`config.mk`:
```
export PLATFORM = sky130hd
export DESIGN_NAME = frac_baud_gen
export DESIGN_NICKNAME = d
export VERILOG_FILES = /design/src/rtl/frac_baud_gen.sv
export SDC_FILE = /design/constraint.sdc
export NUM_CORES = 1
export LEC_CHECK = 0
export BUFFER_PORTS_ARGS = -buffer_cell sky130_fd_sc_hd__buf_2
export CORE_AREA = 2 2 105 107
export DETAILED_ROUTE_END_ITERATION = 10
export DIE_AREA = 0 0 107 109
export HOLD_SLACK_MARGIN = 0.02
export SLEW_MARGIN = 25
export SYNTH_ARGS = -nofsm -noshare
export SYNTH_HDL_FRONTEND = slang
export SYNTH_SLANG_ARGS = --single-unit
```
`constraint.sdc`:
```
create_clock -name clk -period 5.1 [get_ports clk]
set_input_delay 1.02 -clock clk [delete_from_list [all_inputs] [get_ports clk]]
set_output_delay 1.02 -clock clk [all_outputs]
set_load 0.005 [all_outputs]
```
`src/rtl/frac_baud_gen.sv`:
```
module frac_baud_gen #(
  parameter int IR_CNT_W   = 4,
  parameter int UART_CNT_W = 12,
  parameter int REG_W      = 8,
  parameter int FRAC_LSB   = 4,
  parameter int FRAC_W     = 4,
  parameter int OVS_LOG2   = 4
) (
  input  logic                  clk,
  input  logic                  rst_n,
  input  logic                  ir_cnt_we,
  input  logic [IR_CNT_W-1:0]   ir_cnt_wdata,
  input  logic                  ir_frac_we,
  input  logic [REG_W-1:0]      ir_frac_wdata,
  input  logic                  uart_cnt_we,
  input  logic [UART_CNT_W-1:0] uart_cnt_wdata,
  input  logic                  uart_frac_we,
  input  logic [REG_W-1:0]      uart_frac_wdata,
  output logic                  ir_tick,
  output logic                  uart_tick
);
  localparam int PW = UART_CNT_W + OVS_LOG2 + 1;

  logic [IR_CNT_W-1:0]   ir_cnt_q;
  logic [UART_CNT_W-1:0] uart_cnt_q;
  logic [FRAC_W-1:0]     ir_frac_q, uart_frac_q;

  always_ff @(posedge clk or negedge rst_n) begin
    if (!rst_n) begin
      ir_cnt_q    <= '0;
      uart_cnt_q  <= '0;
      ir_frac_q   <= '0;
      uart_frac_q <= '0;
    end else begin
      if (ir_cnt_we)    ir_cnt_q    <= ir_cnt_wdata;
      if (uart_cnt_we)  uart_cnt_q  <= uart_cnt_wdata;
      if (ir_frac_we)   ir_frac_q   <= ir_frac_wdata[FRAC_LSB +: FRAC_W];
      if (uart_frac_we) uart_frac_q <= uart_frac_wdata[FRAC_LSB +: FRAC_W];
    end
  end

  logic [1:0]        restart, legal, tick_w;
  logic [PW-1:0]     base [2];
  logic [FRAC_W-1:0] frac [2];

  assign restart[0] = ir_cnt_we | ir_frac_we;
  assign restart[1] = uart_cnt_we | uart_frac_we;
  assign legal[0]   = |ir_cnt_q;
  assign legal[1]   = 1'b1;
  assign base[0]    = PW'(ir_cnt_q) + PW'(1);
  assign base[1]    = (PW'(uart_cnt_q) + PW'(1)) << OVS_LOG2;
  assign frac[0]    = ir_frac_q;
  assign frac[1]    = uart_frac_q;

  for (genvar g = 0; g < 2; g++) begin : g_ch
    logic [PW-1:0]     pos_q, len;
    logic [FRAC_W-1:0] acc_q;
    logic [FRAC_W:0]   sum;

    assign sum       = {1'b0, acc_q} + {1'b0, frac[g]};
    assign len       = base[g] + PW'(sum[FRAC_W]);
    assign tick_w[g] = legal[g] && (pos_q == len - PW'(1));

    always_ff @(posedge clk or negedge rst_n) begin
      if (!rst_n) begin
        pos_q <= '0;
        acc_q <= '0;
      end else if (restart[g] || !legal[g]) begin
        pos_q <= '0;
        acc_q <= '0;
      end else if (tick_w[g]) begin
        pos_q <= '0;
        acc_q <= sum[FRAC_W-1:0];
      end else begin
        pos_q <= pos_q + PW'(1);
      end
    end
  end

  assign ir_tick   = tick_w[0];
  assign uart_tick = tick_w[1];
endmodule


```
# Word-level counts from Yosys, hierarchy flattened
# Cells that the tools add are included.
[totals]
reg_bits = 66
wordCells = 36
[op_classes]
n_addsub = 10
eq_ne = 2
muxes = 8
bitwise = 2
n_reduce_logical = 6
[ops]
columns = ["cell", "n"]
rows = [
  ["$mux W17", 4],
  ["$add A17 B1 Y17 const B", 2],
  ["$eq A17 B17 Y1", 2],
  ["$add A17 B1 Y17", 1],
  ["$sub A17 B1 Y17 const B", 1],
  ["$mux W4", 4],
  ["$add A12 B1 Y13 const B", 1],
  ["$add A4 B4 Y5", 2],
  ["$sub A6 B1 Y7 const B", 1],
  ["$add A5 B1 Y6", 1],
  ["$add A4 B1 Y5 const B", 1],
  ["$reduce_bool A2 Y1", 2],
  ["$reduce_or A4 Y1", 1],
  ["$or A1 B1 Y1", 2],
  ["$logic_and A1 B1 Y1", 1],
  ["$logic_not A1 Y1", 1],
  ["$logic_or A1 B1 Y1", 1],
]

# Depth between registers and ports, before layout
[depth]
depth_word = 7
ltp_mapped = 15
ltp_nobuf = 13

# Least setup slack after synthesis
# Ideal clock, no wire load.
[synth_path]
kind = "reg2out"
start = "reg ir_frac_q[0]"
end = "out ir_tick"
t_arrival_ns = 2.891
path_slack_ns = 1.189
stages_incl_launch_ff = 10
path_buffers = 0
path_cell_list = "dfrtp_1 -> ha_1 -> fa_1 -> a21o_1 -> a21o_1 -> ha_1 -> ha_1 -> xor2_1 -> or4_1 -> nor4_4"
[synth_between]
elab_chain_len = 5
[synth_rtl]
columns = ["element", "line", "rtl"]
rows = [
  ["start, declared", "26", "logic [FRAC_W-1:0] ir_frac_q, uart_frac_q;"],
  ["start signal, assigned", "37", "if (ir_frac_we) ir_frac_q <= ir_frac_wdata[FRAC_LSB +: FRAC_W];"],
  ["$add A4 B4 Y5", "60", "assign sum = {1'b0, acc_q} + {1'b0, frac[g]};"],
  ["$add A5 B1 Y6", "61", "assign len = base[g] + PW'(sum[FRAC_W]);"],
  ["$sub A6 B1 Y7", "62", "assign tick_w[g] = legal[g] && (pos_q == len - PW'(1));"],
  ["$eq A17 B17 Y1", "62", ""],
  ["$logic_and A1 B1 Y1", "62", ""],
  ["end, declared", "19", "output logic ir_tick,"],
]
# No other way between the ends.

# Final worst setup path
[layout_path]
start = "reg uart_frac_q[0]"
end = "out uart_tick"
[layout_between]
elab_chain_len = 4
[layout_rtl]
columns = ["element", "line", "rtl"]
rows = [
  ["start, declared", "26", ""],
  ["start signal, assigned", "38", "if (uart_frac_we) uart_frac_q <= uart_frac_wdata[FRAC_LSB +: FRAC_W];"],
  ["$add A4 B4 Y5", "60", ""],
  ["$add A17 B1 Y17", "61", ""],
  ["$sub A17 B1 Y17", "62", ""],
  ["$eq A17 B17 Y1", "62", ""],
  ["end, declared", "20", "output logic uart_tick"],
]
# No other way between the ends.

==> summary.md <==
| Metric | Value |
|---|---|
| Cts hold-fix bufs | 0 |
| Final Cycle Share | 90.64% |
| Post-CTS resize count | 0 |
| Initial Utilization | 38.94% |
| Met1 Use GR | 18.37% |
| Register-to-Register Path Depth | 11 |
| Power per standard cell area | 256.0 nW/um^2 |
| Status | finished clean |
| Worst skew pair latency | 360 ps |
| Top cells by area, synth | dfrtp_1 (40%), xnor2_1 (9.8%), mux2_2 (6.0%) |
| Critical path origin | uart_frac_q[0] |
| Syn_area_per_cell | 10.12 sq um |
| Critical Path Sink Type | output pin |
| Slowest cell on crit path | or4b_4 |
| Hold crit path type | reg -> reg |
| Die footprint | 11,660 sq um |
| Layout cells sized above 1 | 19.68% |
| Post-synthesis sequential area ratio | 40.00% |
| Max H-tree Level | 3 |
| HPWL Detailed | 5.650 mm |
| Synthesized cell area | 4129 sq um |
| Vias in the first global route | 2,999 |
| GR Util met2 | 24.52% |
| Global-route wire length before repair | 13.64 mm |
| DR iter-0 viols | 89 |
| Routed WL | 7.714 mm |
| Die Span X | 107 microns |
| GR peak layer | met2 |
| Row Count | 38 |
| R2R Path End | g_ch[0].pos_q[14] |
| Final setup fails | 0 |
| Netlist cell types | 57 |
| CP cell instances | ha_1, inv_1, fa_1, nand2b_1, o2bb2ai_2, ha_1, xnor2_1, xnor2_1, or4b_4, nor4_4, o2111ai_4, nor2_1, buf_2 |
| CTS root buf | clkbuf_8 |
| Nets | 492 |
| Top_reg_cell synth | dfrtp_1 |
| Crit path DAT | 3600 ps |
| Clock buffer depth | 2 |
| Largest net degree at the start of global routing | 67 |
| RSZ-0062 raised after global routing | no |
| TritonCTS buffer count | 9 |
| GR Overflow Total | 0 |
| Slew Viols, Final | 0 |
| Critical path peak fanout | 8 |
| Endpoints failing hold | 0 |
| Crit path capture | uart_tick |
| Fin crit period | 4622 ps |
| Reg2Reg Setup Slack | 1270 ps |
| CTS tree | done |
| Area growth, synth to finish | 10.55% |
| Total number of vias | 2,978 |
| Routed Antenna Nets | 0 |
| Max Cap Viol | 0 |
| Area share of the largest cell type after synthesis | 40.00% |
| Overall Power | 1169 uW |
| Crit start category | flip-flop |
| Fin util | 43.05% |
| Setup bufs post-CTS | 0 |
| Ys Warns | 0 |
| Layout fillers | 1,019 |
| Area leader, netlist | dfrtp_1 |
| Post-synth EDFFs | 0 |
| Flop and latch count out of synthesis | 66 |
| Fmax | 216.3 MHz |
| Total leakage power | 0.001894 uW |
| Reg clk slew, reported paths | 80 ps |
| Setup TNS | 0 ps |
| CP required | 4080 ps |
| Core ar. | 10,600 sq um |
| GRT Total Usage | 14.79% |
| Drt via density | 5.117 |
| Clock sink total | 66 |
| Post-synth ARST share | 100.0% |
| Net Count, Synth | 463 |
| Clock skew | 7.385 ps |
| Slew @ Worst Pin | 839.0 ps |
| CP max stage delay | 540 ps |
| Initial antenna violation count | 0 |
| Die height | 109 microns |
| VDD IR-drop max | 0.0001881 V |
| Port Buffers | 31 |
| Rel. slew slack | 44.07% |
| Synth cell count leaders | dfrtp_1 (66), nor2_1 (55), xnor2_1 (46) |
| Residual DRC count | 0 |
| Per-cell routed wire length | 13.25 microns |
| Gpl congestion | 0.8364 |
| Iteration count of the initial detailed-routing pass | 4 |
| Reg2reg start | ir_frac_q[0] |
| GRT met3 Usage | 4.363% |
| IO Count | 40 |
| Top-count cell post-synth | dfrtp_1 |
| Crit path kind | reg -> out |
| Number of inserted diodes | 0 |
| Cell count after synthesis | 408 |
-- worst max-delay path: cells and delay by family (launching register included) --
kind,cells,cell delay [ps]
buffers and inverters,2,180
DFF,1,370
xor gates and xnor gates,2,280
and+or+nand+nor,4,1190
AOI/OAI and AO/OA,2,410
adders and majority gates,3,820
-- power by group --
group          switching, uW  leakage, uW  internal (uW)
logic                   92.5     0.000940           87.6
clock network            226    0.0000872            183
registers               35.7     0.000866            544
total                    354      0.00189            815
-- per-layer routing --
layer	vias to the layer above	wire, microns	share of wire (%)
met4	0	121	1.6
li1	1497	-	-
met1	1418	3661	47
met5	-	0	0
met3	12	337	4.4
met2	51	3594	47
-- metrics by stage --
step	hold slack [ps]	std cells	setup slack (ps)	area, sq um
floorplan	450.7	408	1189	4129
global placement	483.6	566	868.6	4382
detailed placement	495.9	566	848.8	4382
CTS	509.2	582	446.2	4564
global route	529.3	582	171.0	4564
finish	510.3	582	477.5	4564
-- flip-flops by register name, summed over array words and instances, names as in the netlist --
register     cells
g_ch.acc_q       8
g_ch.pos_q      34
ir_cnt_q         4
ir_frac_q        4
uart_cnt_q      12
uart_frac_q      4
-- cell families (layout without fill, tap and decap cells) --
logic type	after synthesis	in the layout	synth area share, %
AND/OR/NAND/NOR	159	159	20.64
multiplexers	25	25	6.727
adder cells (fa/ha/maj)	17	17	5.515
XOR/XNOR	73	73	15.94
flip-flops	66	66	40.00
buffers and inverters	22	56	2.788
AO/OA/AOI/OAI	46	46	8.394
-- cells in the final DEF (no fill, tap or decap), types with 2 or more instances in the layout --
| master | synthesis | final |
|---|---|---|
| dfrtp_1 | 66 | 66 |
| nor2_1 | 55 | 55 |
| xnor2_1 | 46 | 46 |
| buf_2 | 3 | 31 |
| xor2_1 | 26 | 26 |
| mux2_2 | 22 | 22 |
| nand3_1 | 21 | 21 |
| nand2_1 | 20 | 20 |
| ha_1 | 15 | 15 |
| nand4_1 | 11 | 11 |
| o21ai_0 | 10 | 10 |
| a21oi_1 | 10 | 10 |
| and3_1 | 10 | 10 |
| clkbuf_8 | 0 | 9 |
| inv_1 | 8 | 8 |
| nor3_1 | 8 | 8 |
| nor4_1 | 5 | 5 |
| a21o_1 | 4 | 4 |
| inv_6 | 0 | 4 |
| and4_1 | 3 | 3 |
| o22a_1 | 3 | 3 |
| o21a_1 | 3 | 3 |
| nand4b_1 | 3 | 3 |
| mux2i_1 | 3 | 3 |
| and3_2 | 2 | 2 |
| o2111ai_1 | 2 | 2 |
| a31oi_1 | 2 | 2 |
| or2_2 | 2 | 2 |
| nor3b_1 | 2 | 2 |
| o211ai_1 | 2 | 2 |
| nor4_4 | 2 | 2 |
| or4_1 | 2 | 2 |
| nor2b_1 | 2 | 2 |
| or3_1 | 2 | 2 |
| fa_1 | 2 | 2 |
| clkinvlp_4 | 0 | 2 |
-- worst min-delay path by stage --
stage | startpoint | endpoint | slack, ps | depth (start not counted)
final | g_ch[1].pos_q[0] | g_ch[1].pos_q[0] | 510 | 1
after global routing | g_ch[1].pos_q[0] | g_ch[1].pos_q[0] | 530 | 1
after CTS | g_ch[1].pos_q[0] | g_ch[1].pos_q[0] | 510 | 1
after detailed placement | g_ch[1].pos_q[0] | g_ch[1].pos_q[0] | 500 | 1
after global placement | g_ch[1].pos_q[0] | g_ch[1].pos_q[0] | 480 | 1
after floorplan | g_ch[1].pos_q[0] | g_ch[1].pos_q[0] | 450 | 1
-- layout make-up --
type	instances	area, sq um	share of cell area [%]
clock buffers	9	123.9	2.714
clock inverters	7	58.81	1.288
inverters	8	30.03	0.6579
multi-input cells	320	2362	51.75
flip-flops and latches	66	1652	36.18
well taps	140	175.2	3.838
repair buffers	32	162.7	3.564
(Power assumes the default switching activity.)
